===== src/rtl/wdt_pkg.sv =====
package wdt_pkg;
  localparam logic [7:0] KICK_CODE = 8'h5C;
  localparam logic [7:0] STOP_B0   = 8'h87;
  localparam logic [7:0] STOP_B1   = 8'h61;
  localparam logic [7:0] STOP_B2   = 8'h63;

  localparam logic [1:0] A_SVC   = 2'd0;
  localparam logic [1:0] A_SHIFT = 2'd1;
  localparam logic [1:0] A_TOUT  = 2'd2;
  localparam logic [1:0] A_WARN  = 2'd3;

  typedef enum logic [1:0] {SEQ_IDLE, SEQ_GOT0, SEQ_GOT1} seqStep_t;

  typedef struct packed {
    logic kick;   // reload countdown, restart prescaler
    logic cfgWe;  // configuration write accepted
    logic run;    // watchdog counting
  } wdtStrobe_t;
endpackage


===== src/rtl/wdt_ctrl.sv =====
module wdt_ctrl
  import wdt_pkg::*;
#(
  parameter int GUARD_TICKS = 3
) (
  input  logic       clk,
  input  logic       rstN,
  input  logic       wrEn,
  input  logic [1:0] wrAddr,
  input  logic [7:0] wrData,
  input  logic       wdTick,
  output wdtStrobe_t strobe,
  output logic       unlocked,
  output logic       guardOk
);
  localparam int GW = $clog2(GUARD_TICKS + 1);
  localparam logic [GW-1:0] GUARD_MAX = GW'(GUARD_TICKS);

  seqStep_t      seqStep;
  logic [GW-1:0] guardCnt;
  logic          runQ;
  logic          svcWr, kick, seqDone, stopOk;

  always_comb begin
    svcWr   = wrEn && (wrAddr == A_SVC);
    kick    = svcWr && (wrData == KICK_CODE);
    seqDone = svcWr && (seqStep == SEQ_GOT1) && (wrData == STOP_B2);
    guardOk = (guardCnt == GUARD_MAX);
    stopOk  = seqDone && guardOk;
  end

  always_ff @(posedge clk) begin
    if (!rstN) begin
      seqStep <= SEQ_IDLE;
    end else if (svcWr) begin
      if (wrData == STOP_B0)
        seqStep <= SEQ_GOT0;
      else if (seqStep == SEQ_GOT0 && wrData == STOP_B1)
        seqStep <= SEQ_GOT1;
      else
        seqStep <= SEQ_IDLE;
    end
  end

  always_ff @(posedge clk) begin
    if (!rstN) begin
      runQ     <= 1'b0;
      unlocked <= 1'b1;
      guardCnt <= GUARD_MAX;
    end else begin
      if (kick) begin
        runQ     <= 1'b1;
        unlocked <= 1'b0;
      end else if (stopOk) begin
        runQ     <= 1'b0;
        unlocked <= 1'b1;
      end
      if (kick)
        guardCnt <= '0;
      else if (wdTick && !guardOk)
        guardCnt <= guardCnt + 1'b1;
    end
  end

  always_comb begin
    strobe.kick  = kick;
    strobe.cfgWe = wrEn && (wrAddr != A_SVC) && unlocked;
    strobe.run   = runQ;
  end
endmodule


===== src/rtl/wdt_datapath.sv =====
module wdt_datapath
  import wdt_pkg::*;
#(
  parameter int PRESC_W     = 4,
  parameter int CNT_W       = 8,
  parameter int DEF_SHIFT   = 10,
  parameter int DEF_TIMEOUT = 32,
  parameter int DEF_WARN    = 4
) (
  input  logic       clk,
  input  logic       rstN,
  input  logic       refTick,
  input  wdtStrobe_t strobe,
  input  logic [1:0] wrAddr,
  input  logic [7:0] wrData,
  input  logic [1:0] rdAddr,
  input  logic [2:0] statusBits,
  output logic       wdTick,
  output logic [7:0] rdData,
  output logic       warnIrq,
  output logic       resetReq
);
  localparam int PCNT_W = (1 << PRESC_W) - 1;

  logic [PRESC_W-1:0] shiftReg;
  logic [CNT_W-1:0]   toutReg, warnReg, count;
  logic [PCNT_W-1:0]  preCnt, preMask;
  logic               preWrap;

  always_comb begin
    preMask = ~({PCNT_W{1'b1}} << shiftReg);
    preWrap = (preCnt >= preMask);
    wdTick  = refTick && preWrap && !strobe.kick;
  end

  always_ff @(posedge clk) begin
    if (!rstN) begin
      shiftReg <= PRESC_W'(DEF_SHIFT);
      toutReg  <= CNT_W'(DEF_TIMEOUT);
      warnReg  <= CNT_W'(DEF_WARN);
    end else if (strobe.cfgWe) begin
      case (wrAddr)
        A_SHIFT: shiftReg <= wrData[PRESC_W-1:0];
        A_TOUT:  toutReg  <= wrData[CNT_W-1:0];
        A_WARN:  warnReg  <= wrData[CNT_W-1:0];
        default: ;
      endcase
    end
  end

  always_ff @(posedge clk) begin
    if (!rstN)
      preCnt <= '0;
    else if (strobe.kick)
      preCnt <= '0;
    else if (refTick)
      preCnt <= preWrap ? '0 : preCnt + 1'b1;
  end

  always_ff @(posedge clk) begin
    if (!rstN) begin
      count    <= CNT_W'(DEF_TIMEOUT);
      resetReq <= 1'b0;
    end else begin
      resetReq <= 1'b0;
      if (strobe.kick) begin
        count <= toutReg;
      end else if (strobe.run && wdTick) begin
        if (count <= CNT_W'(1)) begin
          count    <= toutReg;
          resetReq <= 1'b1;
        end else begin
          count <= count - 1'b1;
        end
      end
    end
  end

  assign warnIrq = strobe.run && (count <= warnReg);

  always_comb begin
    rdData = '0;
    case (rdAddr)
      A_SVC:   rdData[2:0] = statusBits;
      A_SHIFT: rdData[PRESC_W-1:0] = shiftReg;
      A_TOUT:  rdData[CNT_W-1:0] = toutReg;
      default: rdData[CNT_W-1:0] = warnReg;
    endcase
  end
endmodule


===== src/rtl/svc_watchdog.sv =====
module svc_watchdog
  import wdt_pkg::*;
#(
  parameter int PRESC_W     = 4,
  parameter int CNT_W       = 8,
  parameter int DEF_SHIFT   = 10,
  parameter int DEF_TIMEOUT = 32,
  parameter int DEF_WARN    = 4,
  parameter int GUARD_TICKS = 3
) (
  input  logic       clk,
  input  logic       rstN,
  input  logic       refTick,
  input  logic       wrEn,
  input  logic [1:0] wrAddr,
  input  logic [7:0] wrData,
  input  logic [1:0] rdAddr,
  output logic [7:0] rdData,
  output logic       running,
  output logic       warnIrq,
  output logic       resetReq
);
  wdtStrobe_t strobe;
  logic       unlocked, guardOk, wdTick;
  logic [2:0] statusBits;

  wdt_ctrl #(.GUARD_TICKS(GUARD_TICKS)) u_ctrl (
    .clk(clk), .rstN(rstN), .wrEn(wrEn), .wrAddr(wrAddr), .wrData(wrData),
    .wdTick(wdTick), .strobe(strobe), .unlocked(unlocked), .guardOk(guardOk)
  );

  assign statusBits = {guardOk, unlocked, strobe.run};
  assign running    = strobe.run;

  wdt_datapath #(
    .PRESC_W(PRESC_W), .CNT_W(CNT_W), .DEF_SHIFT(DEF_SHIFT),
    .DEF_TIMEOUT(DEF_TIMEOUT), .DEF_WARN(DEF_WARN)
  ) u_dp (
    .clk(clk), .rstN(rstN), .refTick(refTick), .strobe(strobe),
    .wrAddr(wrAddr), .wrData(wrData), .rdAddr(rdAddr), .statusBits(statusBits),
    .wdTick(wdTick), .rdData(rdData), .warnIrq(warnIrq), .resetReq(resetReq)
  );
endmodule


===== config.mk =====
export PLATFORM = sky130hd
export DESIGN_NAME = svc_watchdog
export DESIGN_NICKNAME = d
export VERILOG_FILES = /design/src/rtl/wdt_pkg.sv /design/src/rtl/wdt_ctrl.sv /design/src/rtl/wdt_datapath.sv /design/src/rtl/svc_watchdog.sv
export SDC_FILE = /design/constraint.sdc
export NUM_CORES = 1
export LEC_CHECK = 0
export BUFFER_PORTS_ARGS = -buffer_cell sky130_fd_sc_hd__buf_2
export CORE_MARGIN = 1
export CORE_UTILIZATION = 50
export CTS_BUF_LIST = sky130_fd_sc_hd__clkbuf_8
export CTS_CLUSTER_SIZE = 24
export DETAILED_ROUTE_END_ITERATION = 6
export PLACE_DENSITY_LB_ADDON = 0.2
export SYNTH_ARGS = -nofsm -noshare
export SYNTH_HDL_FRONTEND = slang
export SYNTH_SLANG_ARGS = --single-unit
export TNS_END_PERCENT = 10

===== constraint.sdc =====
create_clock -name clk -period 3.67 [get_ports clk]
set_clock_uncertainty 0.15 [all_clocks]
set_input_delay 0.5505 -clock clk [delete_from_list [all_inputs] [get_ports clk]]
set_output_delay 0.5505 -clock clk [all_outputs]
set_load 0.02 [all_outputs]

**Word level (Yosys, flattened, before mapping)**

Cells that the tools add are included.

- Flip-flop bits (word level): 50
- Latch bits: 0
- RAM bits: 0
- Memory bits (read-only): 0
- Input port bits: 16
- Output and inout bits: 11
- Logic and storage cells: 75
- Memories: 0

- Add/sub/neg operators: 3
- Multiply operators: 0
- Div/mod/pow operators: 0
- $lt $le $gt $ge: 3
- Equality and inequality tests: 12
- Shift operators: 1
- Mux-type cells: 16
- Bitwise logic cells: 3
- Reduce and logical (&&, ||, !) cells: 27

Operator list:

| cell | number |
|---|---|
| equality test 8 x 7 -> 1 bit, second input constant | 3 |
| two-way mux 8 bit | 3 |
| adder 15 x 1 -> 15 bit, second input constant | 1 |
| greater-or-equal comparator 15 bit | 1 |
| two-way mux 15 bit | 1 |
| inverter 15 bit | 1 |
| << shifter 15 x 4 -> 15 bit, first input constant | 1 |
| logical AND 1 bit | 13 |
| equality test 2 bit, second input constant | 5 |
| one-hot mux 3 bit (3 select lines) | 1 |
| equality test 8 bit, second input constant | 1 |
| <= comparator 8 x 1 -> 1 bit, second input constant | 1 |
| <= comparator 8 bit | 1 |
| two-way mux 2 bit | 4 |
| one-hot mux 4 bit (2 select lines) | 1 |
| nonzero test 2 bit | 4 |
| subtractor 8 x 1 -> 8 bit, second input constant | 1 |
| equality test 2 x 1 -> 1 bit, second input constant | 3 |
| AND reduction 2 bit | 3 |
| two-way mux 1 bit | 5 |
| zero test 2 bit | 2 |
| OR reduction 2 bit | 2 |
| one-hot mux 1 bit (3 select lines) | 1 |
| OR reduction 3 bit | 1 |
| 3 further kinds | 5 |

**Logic depth before layout (Yosys ltp)**

Gate-level depths: netlist of the first run.

- Depth after elaboration: 8
- Mapped depth: 11
- Gate-level depth less buffers: 9

**Hierarchy**

Synthesis of the first run repeated with hierarchy kept, for this count alone.

- Cell total of the unflattened synthesis: 379
- Area total of the unflattened synthesis: 3181.8 um^2

By module, submodules not included:

| module | times used | cells each | area an instance (um^2) | seq. area each (um^2) |
|---|---|---|---|---|
| wdt_datapath | 1 | 341 | 2791.4 | 880.8 |
| wdt_ctrl | 1 | 38 | 390.4 | 120.1 |

**Worst setup path after synthesis of the first run**

Ideal clock, no wire load.

- Path type: reg2reg
- Start: reg u_dp.shiftReg[1]
- End: reg u_dp.count[1]
- Library setup time: 0.072 ns
- Arrival: 2.603 ns
- Required time: 3.448 ns
- Slack: 0.845 ns
- Cell stages (with the launch flop): 12
- Path buffers: 2
- Clock period less this slack: 2.825 ns
- Cell sequence: dfxtp_1 clkbuf_1 or2_2 or3_1 ha_1 nand2b_1 a211o_1 a211oi_2 o311a_4 buf_6 o21a_4 mux2i_1

- Longest elaborated chain between the ends: 7

Ends and longest elaborated chain:

| element | RTL line | source |
|---|---|---|
| start: declaration | wdt_datapath.sv:25 | `logic [PRESC_W-1:0] shiftReg;` |
| start signal: assignment | wdt_datapath.sv:38 | `shiftReg <= PRESC_W'(DEF_SHIFT);` |
| start signal: assignment | wdt_datapath.sv:43 | `A_SHIFT: shiftReg <= wrData[PRESC_W-1:0];` |
| << shifter 15 x 4 -> 15 bit | wdt_datapath.sv:31 | `preMask = ~({PCNT_W{1'b1}} << shiftReg);` |
| inverter 15 bit | wdt_datapath.sv:31 |  |
| greater-or-equal comparator 15 bit | wdt_datapath.sv:32 | `preWrap = (preCnt >= preMask);` |
| logical AND 1 bit (2 in series) | wdt_datapath.sv:33 | `wdTick = refTick && preWrap && !strobe.kick;` |
| logical AND 1 bit | wdt_datapath.sv:68 | `end else if (strobe.run && wdTick) begin` |
| nonzero test 2 bit (no line) | - |  |
| end signal: assignment | wdt_datapath.sv:67 | `count <= toutReg;` |
| end signal: assignment | wdt_datapath.sv:70 | `count <= toutReg;` |
| end signal: assignment | wdt_datapath.sv:73 | `count <= count - 1'b1;` |
| end: declaration | wdt_datapath.sv:26 | `logic [CNT_W-1:0] toutReg, warnReg, count;` |

No other way between the ends.
A chain may end at the register's enable or synchronous reset.

**Worst setup path in the final report of the first run**

- Start: reg u_dp.shiftReg[1]
- End: reg u_dp.preCnt[10]

- Longest elaborated chain between the ends: 4

Ends and longest elaborated chain:

| element | RTL line | source |
|---|---|---|
| << shifter 15 x 4 -> 15 bit | wdt_datapath.sv:31 |  |
| inverter 15 bit | wdt_datapath.sv:31 |  |
| greater-or-equal comparator 15 bit | wdt_datapath.sv:32 |  |
| two-way mux 15 bit | wdt_datapath.sv:57 | `preCnt <= preWrap ? '0 : preCnt + 1'b1;` |
| end signal: assignment | wdt_datapath.sv:57 |  |
| end: declaration | wdt_datapath.sv:27 | `logic [PCNT_W-1:0] preCnt, preMask;` |

No other way between the ends.

==> results of run 1 <==
[power by group through the flow]
stage	clock (mW)	sequential, mW	combinational (mW)
after global placement	0	0.578	0.101
after detailed placement	0	0.578	0.103
after floorplan	0	0.572	0.0736
final	0.478	0.566	0.103
after global routing	0.506	0.568	0.117
after CTS	0.486	0.565	0.104
[metrics by stage]
step | area (um2) | std cells | setup slack (ps) | hold WS [ps]
2_1_floorplan | 3099 | 374 | 845.1 | 295.9
3_5_place_dp | 3256 | 461 | 746.6 | 320.4
4_1_cts | 3398 | 469 | 706.6 | 333.6
5_1_grt | 3398 | 469 | 521.8 | 363.2
6_report | 3398 | 469 | 713.1 | 337.5
3_3_place_gp | 3256 | 461 | 837.6 | 315.2
[final cells by class]
type	count	area [um2]
Clock buffer	6	82.58
Clock inverter	2	60.06
Fill cell	568	2557
Inverter	20	75.07
Multi-Input combinational cell	290	1956
Sequential cell	50	1001
Tap cell	75	93.84
Timing Repair Buffer	26	130.1
[cell usage after synthesis (2+ instances only)]
library cell  instances  area, um2
o31a_1                2      17.52
mux4_2                3      67.56
o311ai_0              5      43.79
a31oi_1               3      18.77
o211ai_1              3      22.52
a211o_1               2      17.52
o31ai_1               5      37.54
xnor2_1               8      70.07
and2_1                3      18.77
buf_2                 3      15.01
nor2_1               38      142.6
o21ai_0              10      50.05
or3_1                 4      25.02
inv_1                20      75.07
a21oi_1              29      145.1
mux2i_1              10      100.1
nand4_1               9      56.30
xor2_1                6      52.55
nor3b_1               3      22.52
nand2_1              58      217.7
nor4_1                2      12.51
nand3_1               9      45.04
nand4_2               2      25.02
nor2b_1               8      50.05
clkbuf_1              9      33.78
a21o_1                2      15.01
dfxtp_1              50       1001
o21ai_2               2      17.52
and4_1                5      43.79
ha_1                 27      337.8
nand2b_1              5      31.28
nor3_1                3      15.01
[how the worst min path moves through the flow]
stage	depth (start not counted)	end
3_5_place_dp	2	u_dp.toutReg[1]
5_1_grt	2	u_dp.toutReg[1]
6_report	2	u_dp.toutReg[1]
4_1_cts	2	u_dp.toutReg[1]
3_3_place_gp	2	u_dp.toutReg[1]
2_1_floorplan	2	u_dp.toutReg[1]
[flip-flops by register name, summed over array words and instances, names as in the netlist]
| register | flops |
|---|---|
| u_dp.count | 8 |
| u_dp.toutReg | 8 |
| u_dp.resetReq | 1 |
| u_dp.preCnt | 15 |
| u_ctrl.guardCnt | 2 |
| u_ctrl.unlocked | 1 |
| u_ctrl.runQ | 1 |
| u_dp.warnReg | 8 |
| u_ctrl.seqStep | 2 |
| u_dp.shiftReg | 4 |
[kinds of logic (layout without fill, tap and decap cells)]
logic type,Yosys count,in the layout
xor gates and xnor gates,14,14
muxes,14,14
buffers and inverters,34,54
AOI/OAI and AO/OA,76,76
and+or+nand+nor,159,159
DFF,50,50
adders and majority gates,27,27
[layer usage]
metal,global-route usage,vias to the layer above
li1,-,1377
met5,0,-
met1,0.3484,1260
met2,0.3839,53
met3,0.03371,9
met4,0.05893,0
[worst reg2reg max path, stage by stage (launching register included)]
cell and delay, ps:
dfxtp_1 410, or2_2 330, or3_1 310, ha_1 270, nand2b_1 100, a211o_1 140
a211oi_2 70, o311a_4 400, o21ai_2 510, nor2_1 130
==> impl_metrics.toml, run 1 <==
[final_layout]
fin_util = 0.5706
antenna_cells = 0
area_growth_pct = 9.649
mostFrequentLayoutCells = "nand2_1, dfxtp_1, nor2_1"
final_common_cell = "nand2_1"
fin_nets = 436
drive_gt1_frac = 0.1269

[cts]
postCtsSetupRepairBufs = 0
cts_resized = 0
cts_hold_buf = 0
insertion_delay_ps = 300
htreeDepth = 2
cts.path.max_buffers = 2
cts_tree = "yes"
cts.sinks = 50
cts_root_buf = "clkbuf_8"
path_clk_slew_ps = 90
cts_made_buffers = 5

[pwr]
ir_worst_vdd_mv = 0.2245
power.density_mw_per_mm2 = 337.5
p_leak_nw = 1.423
power.share.clock = 0.417
finalPower_mw = 1.147
comb_power_share = 0.090
seqPwrFrac = 0.493
p_sw_frac = 0.2294
p_switching_uw = 263.1
p_int_uw = 883.8

[timing]
worst_slew_pin_slew_ps = 691.8
min_period_ps = 2957
hold_viol = 0
slew_headroom = 0.5383
slew_viol_final = 0
timing.fmax_mhz = 338.2
grt_setup_unrepaired = "no"
fin_crit_sh = 0.8057
finalSetupTns_ps = 0
setup_viol = 0

[worst_setup_path]
crit_chain = "or2_2, or3_1, ha_1, nand2b_1, a211o_1, a211oi_2, o311a_4, o21ai_2, nor2_1"
cp_top_family = "compound AO/OA/AOI/OAI gates"
critPathLaunchType = "flop"
critical_path_class = "reg2reg"
crit_start = "u_dp.shiftReg[1]"
reg2reg_from = "u_dp.shiftReg[1]"
cp_num_buf_inv = 0
crit_path_max_incr_delay_ps = 510
crit_end = "u_dp.preCnt[10]"
worst-path-max-fanout = 16
ff2ff_setup_slack_ps = 710
worstPathArrival_ps = 2980
rr_endpoint = "u_dp.preCnt[10]"
critPathRequiredTime_ps = 3690
cpMaxStageDelayCell = "o21ai_2"
reg2reg_depth = 9
worstSetupEndpointType = "flop"
worst-path-stages = 9

[route]
wl_met1_um = 3513
vias_per_cell = 5.755
wl_um = 7161
wl_per_cell_um = 15.27
ant_nets = 0
met2_length_um = 3280
drc_errors = 0
num_vias = 2699
drt_pass1_iterations = 4
highest_layer = "met4"
met3WireLength_um = 281
drt_iter0_markers = 156

[logic_synthesis]
syn-num-nets = 417
synth_area_mm2 = 0.003099
synthSimpleGateAreaFrac = 0.2580
synth_xor_area_frac = 0.03956
synthMuxAreaShare = 0.05773
yosys_warnings = 0
synthFlopType = "dfxtp_1"
synth_top_family_by_area = "simple AND/OR/NAND/NOR gates"
syn_avg_cell_area_um2 = 8.287
ys_seq_area_frac = 0.3230
synth_compound_area_frac = 0.1667
synth-async-reset-ratio = 0
synth_cell_type_count = 58
synthAdderAreaFrac = 0.1090
ys_ff_latch = 50
synth_enable_flop_cells = 0
synthCells = 374

[global_routing]
grt_max_degree = 24
grt.overflow.total = 0
grt_first_pass_wirelength_um = 12180
grt_pass1_vias = 2512
gr-usage-all-layers = 0.2428
antenna_found_initial = 0

[die]
io-pin-count = 27
rows = 28
die_h_um = 80.73
dieArea_mm2 = 0.006517
initial_core_util = 0.5204
die_w_um = 80.73
core_mm2 = 0.005956

[min_path]
worstHoldStart = "u_dp.toutReg[1]"
hold_class = "reg2reg"

[placement]
port_buffers = 26
hpwl_um = 5475
place.gp.congestion = 0.7990

[job]
drv_cap = 0

[status]
outcome = "completed"
Note: power is estimated with default switching activity, not from simulation.
==> inputs of run 2 (changes only) <==
- ABC_AREA: not set -> 1
- clock period: 3.67 -> 2.6 ns (I/O delays scaled with it)
==> run 2 against run 1 <==
Wire length shrank 0.46%. Hold slack lost 150 ps. Global-route usage shrank 0.97 points. First-iteration DRC count shrank 1.3%. Critical endpoint is now u_dp.preCnt[0]. Final area grew 2.4%. Via count grew 6.6%. Die area grew 3.7%. Non-clock buffer count grew 3.
==> impl_metrics.toml, run 2 <==
[status]
outcome = "completed"

[worst_setup_path]
cpMaxStageDelayCell = "dfxtp_1"
critPathLaunchType = "flop"
critical_path_class = "reg2reg"
reg2reg_from = "u_dp.shiftReg[1]"
crit_path_frequent_cell = "nand2_1"
crit_chain = "nand2_1, inv_1, a21oi_1, ha_1, nand2_1, inv_1, a21oi_1, nand2_1, nand2_1, nand3_2, a21oi_2, inv_2, nor3b_1"
critPathRequiredTime_ps = 2690
worst-path-max-fanout = 14
reg2reg_depth = 13
rr_endpoint = "u_dp.preCnt[0]"
worstSetupEndpointType = "flop"
worstPathArrival_ps = 2420
crit_path_max_incr_delay_ps = 480
ff2ff_setup_slack_ps = 270

[timing]
grt_setup_unrepaired = "no"
slew_headroom = 0.7453
hold_slack_ps = 188.9
hold_viol = 0
timing.fmax_mhz = 428.8
slew_viol_final = 0
worst_slew_pin_slew_ps = 381.2
min_period_ps = 2332
finalSetupTns_ps = 0
fin_crit_sh = 0.8969
setup_viol = 0

[die]
die_w_um = 82.20
die_h_um = 82.20
dieArea_mm2 = 0.006756
io-pin-count = 27
rows = 28
core_mm2 = 0.006061
initial_core_util = 0.5306

[final_layout]
mostFrequentLayoutCells = "nand2_1, inv_1, nor2_1"
area_growth_pct = 8.171
fin_nets = 508
antenna_cells = 0
largest_reg_flops = 15
final_common_cell = "nand2_1"
drive_gt1_frac = 0.1588
largest-register = "u_dp.preCnt"

[route]
wl_per_cell_um = 13.18
num_vias = 2876
vias_per_cell = 5.316
drt_iter0_markers = 154
wl_um = 7128
drt_pass1_iterations = 4
ant_nets = 0
drc_errors = 0

[pwr]
p_leak_nw = 1.688
power.density_mw_per_mm2 = 425.4
ir_worst_vdd_mv = 0.3793

[global_routing]
grt_first_pass_wirelength_um = 12080
gr-usage-all-layers = 0.2331
grt_pass1_vias = 2596
grt_max_degree = 26
grt.overflow.total = 0
antenna_found_initial = 0

[logic_synthesis]
synth_area_leader_cell = "dfxtp_1"
ys_seq_area_frac = 0.3113
synth_enable_flop_cells = 0
syn_avg_cell_area_um2 = 7.259
syn-num-nets = 486
synthTopCellsByArea = "dfxtp_1, ha_1, nand2_1, inv_1, nor2_1"
synthFlopType = "dfxtp_1"
synth_cell_type_count = 43
synth_area_mm2 = 0.003216
synth_most_common_cell = "nand2_1"
synth_top_area_share = 0.3113
yosys_warnings = 0
synthCells = 443
synth-async-reset-ratio = 0
ys_ff_latch = 50
netlist_top_cells_count = "nand2_1, inv_1, dfxtp_1, nor2_1, a21oi_1"

[placement]
port_buffers = 26
hpwl_um = 5369
place.gp.congestion = 0.9115

[cts]
cts.path.max_buffers = 2
insertion_delay_ps = 320
cts.sinks = 50
cts_made_buffers = 5
cts_tree = "yes"
path_clk_slew_ps = 110
cts_root_buf = "clkbuf_8"
htreeDepth = 2

[min_path]
worstHoldStart = "wrData[4]"
hold_class = "in2reg"
min_to = "u_dp.toutReg[4]"
min_path_cells = 3

[job]
drv_cap = 0
==> run 2: metrics by stage <==
stage	std cells	util	setup slack, ps	cell area, um2	power (mW)
floorplan	443	-	353.8	3216	0.9346
global placement	532	0.5545	169.8	3361	0.9895
detailed placement	532	0.5545	103.4	3361	0.9939
CTS	540	0.5702	72.71	3456	1.497
global route	541	0.5739	33.05	3478	1.550
finish	541	0.5739	268.1	3478	1.480
==> run 2: cell families after synthesis <==
family / synth area share
AOI/OAI and AO/OA: 0.1712
xor gates and xnor gates: 0.04085
adders and majority gates: 0.1051
buffers and inverters: 0.09338
DFF: 0.3113
muxes: 0.003113
and+or+nand+nor: 0.2751
==> run 2: worst max-delay path by stage <==
stage / start / cells past startpoint / slack [ps] / endpoint
after floorplan: u_dp.shiftReg[3] / 14 / 350 / u_dp.count[6]
after global placement: u_dp.shiftReg[3] / 12 / 170 / u_dp.count[6]
after detailed placement: u_dp.shiftReg[2] / 12 / 100 / u_dp.count[3]
after CTS: u_dp.shiftReg[2] / 13 / 70 / u_dp.count[2]
after global routing: u_dp.shiftReg[1] / 13 / 30 / u_dp.preCnt[0]
final: u_dp.shiftReg[1] / 13 / 270 / u_dp.preCnt[0]
==> run 2: cell type report <==
type	count	area [um2]
fillers	600	2582
multi-input cells	324	1914
flip-flops and latches	50	1003
inverters	55	206.4
repair buffers	29	165.2
well taps	75	93.84
clock buffers	5	68.82
clock inverters	3	26.28
==> run 2: power breakdown <==
part / internal (mW) / switching, mW / total [mW]
clock network: 0.201 / 0.301 / 0.502
logic: 0.0586 / 0.115 / 0.174
registers: 0.786 / 0.0189 / 0.805
==> run 2: repair_timing <==
action	CTS	global route
setup buffers	0	1
hold buffers	0	0
gates resized for setup	0	2
endpoints found under the setup margin	0	12
==> run 2: routing by layer <==
layer  GRT usage  wire length [um]
met5           0                 0
met3     0.04615               309
met2      0.3562              3096
met1      0.3322              3666
met4     0.05965                56
==> run 2: worst max-delay path, delay by kind of cell, from the launching register on <==
family / cells / cell delay, ps
flops: 1 / 480
simple gates: 6 / 660
buf+inv: 3 / 280
compound gates: 3 / 390
fa+ha+maj: 1 / 290
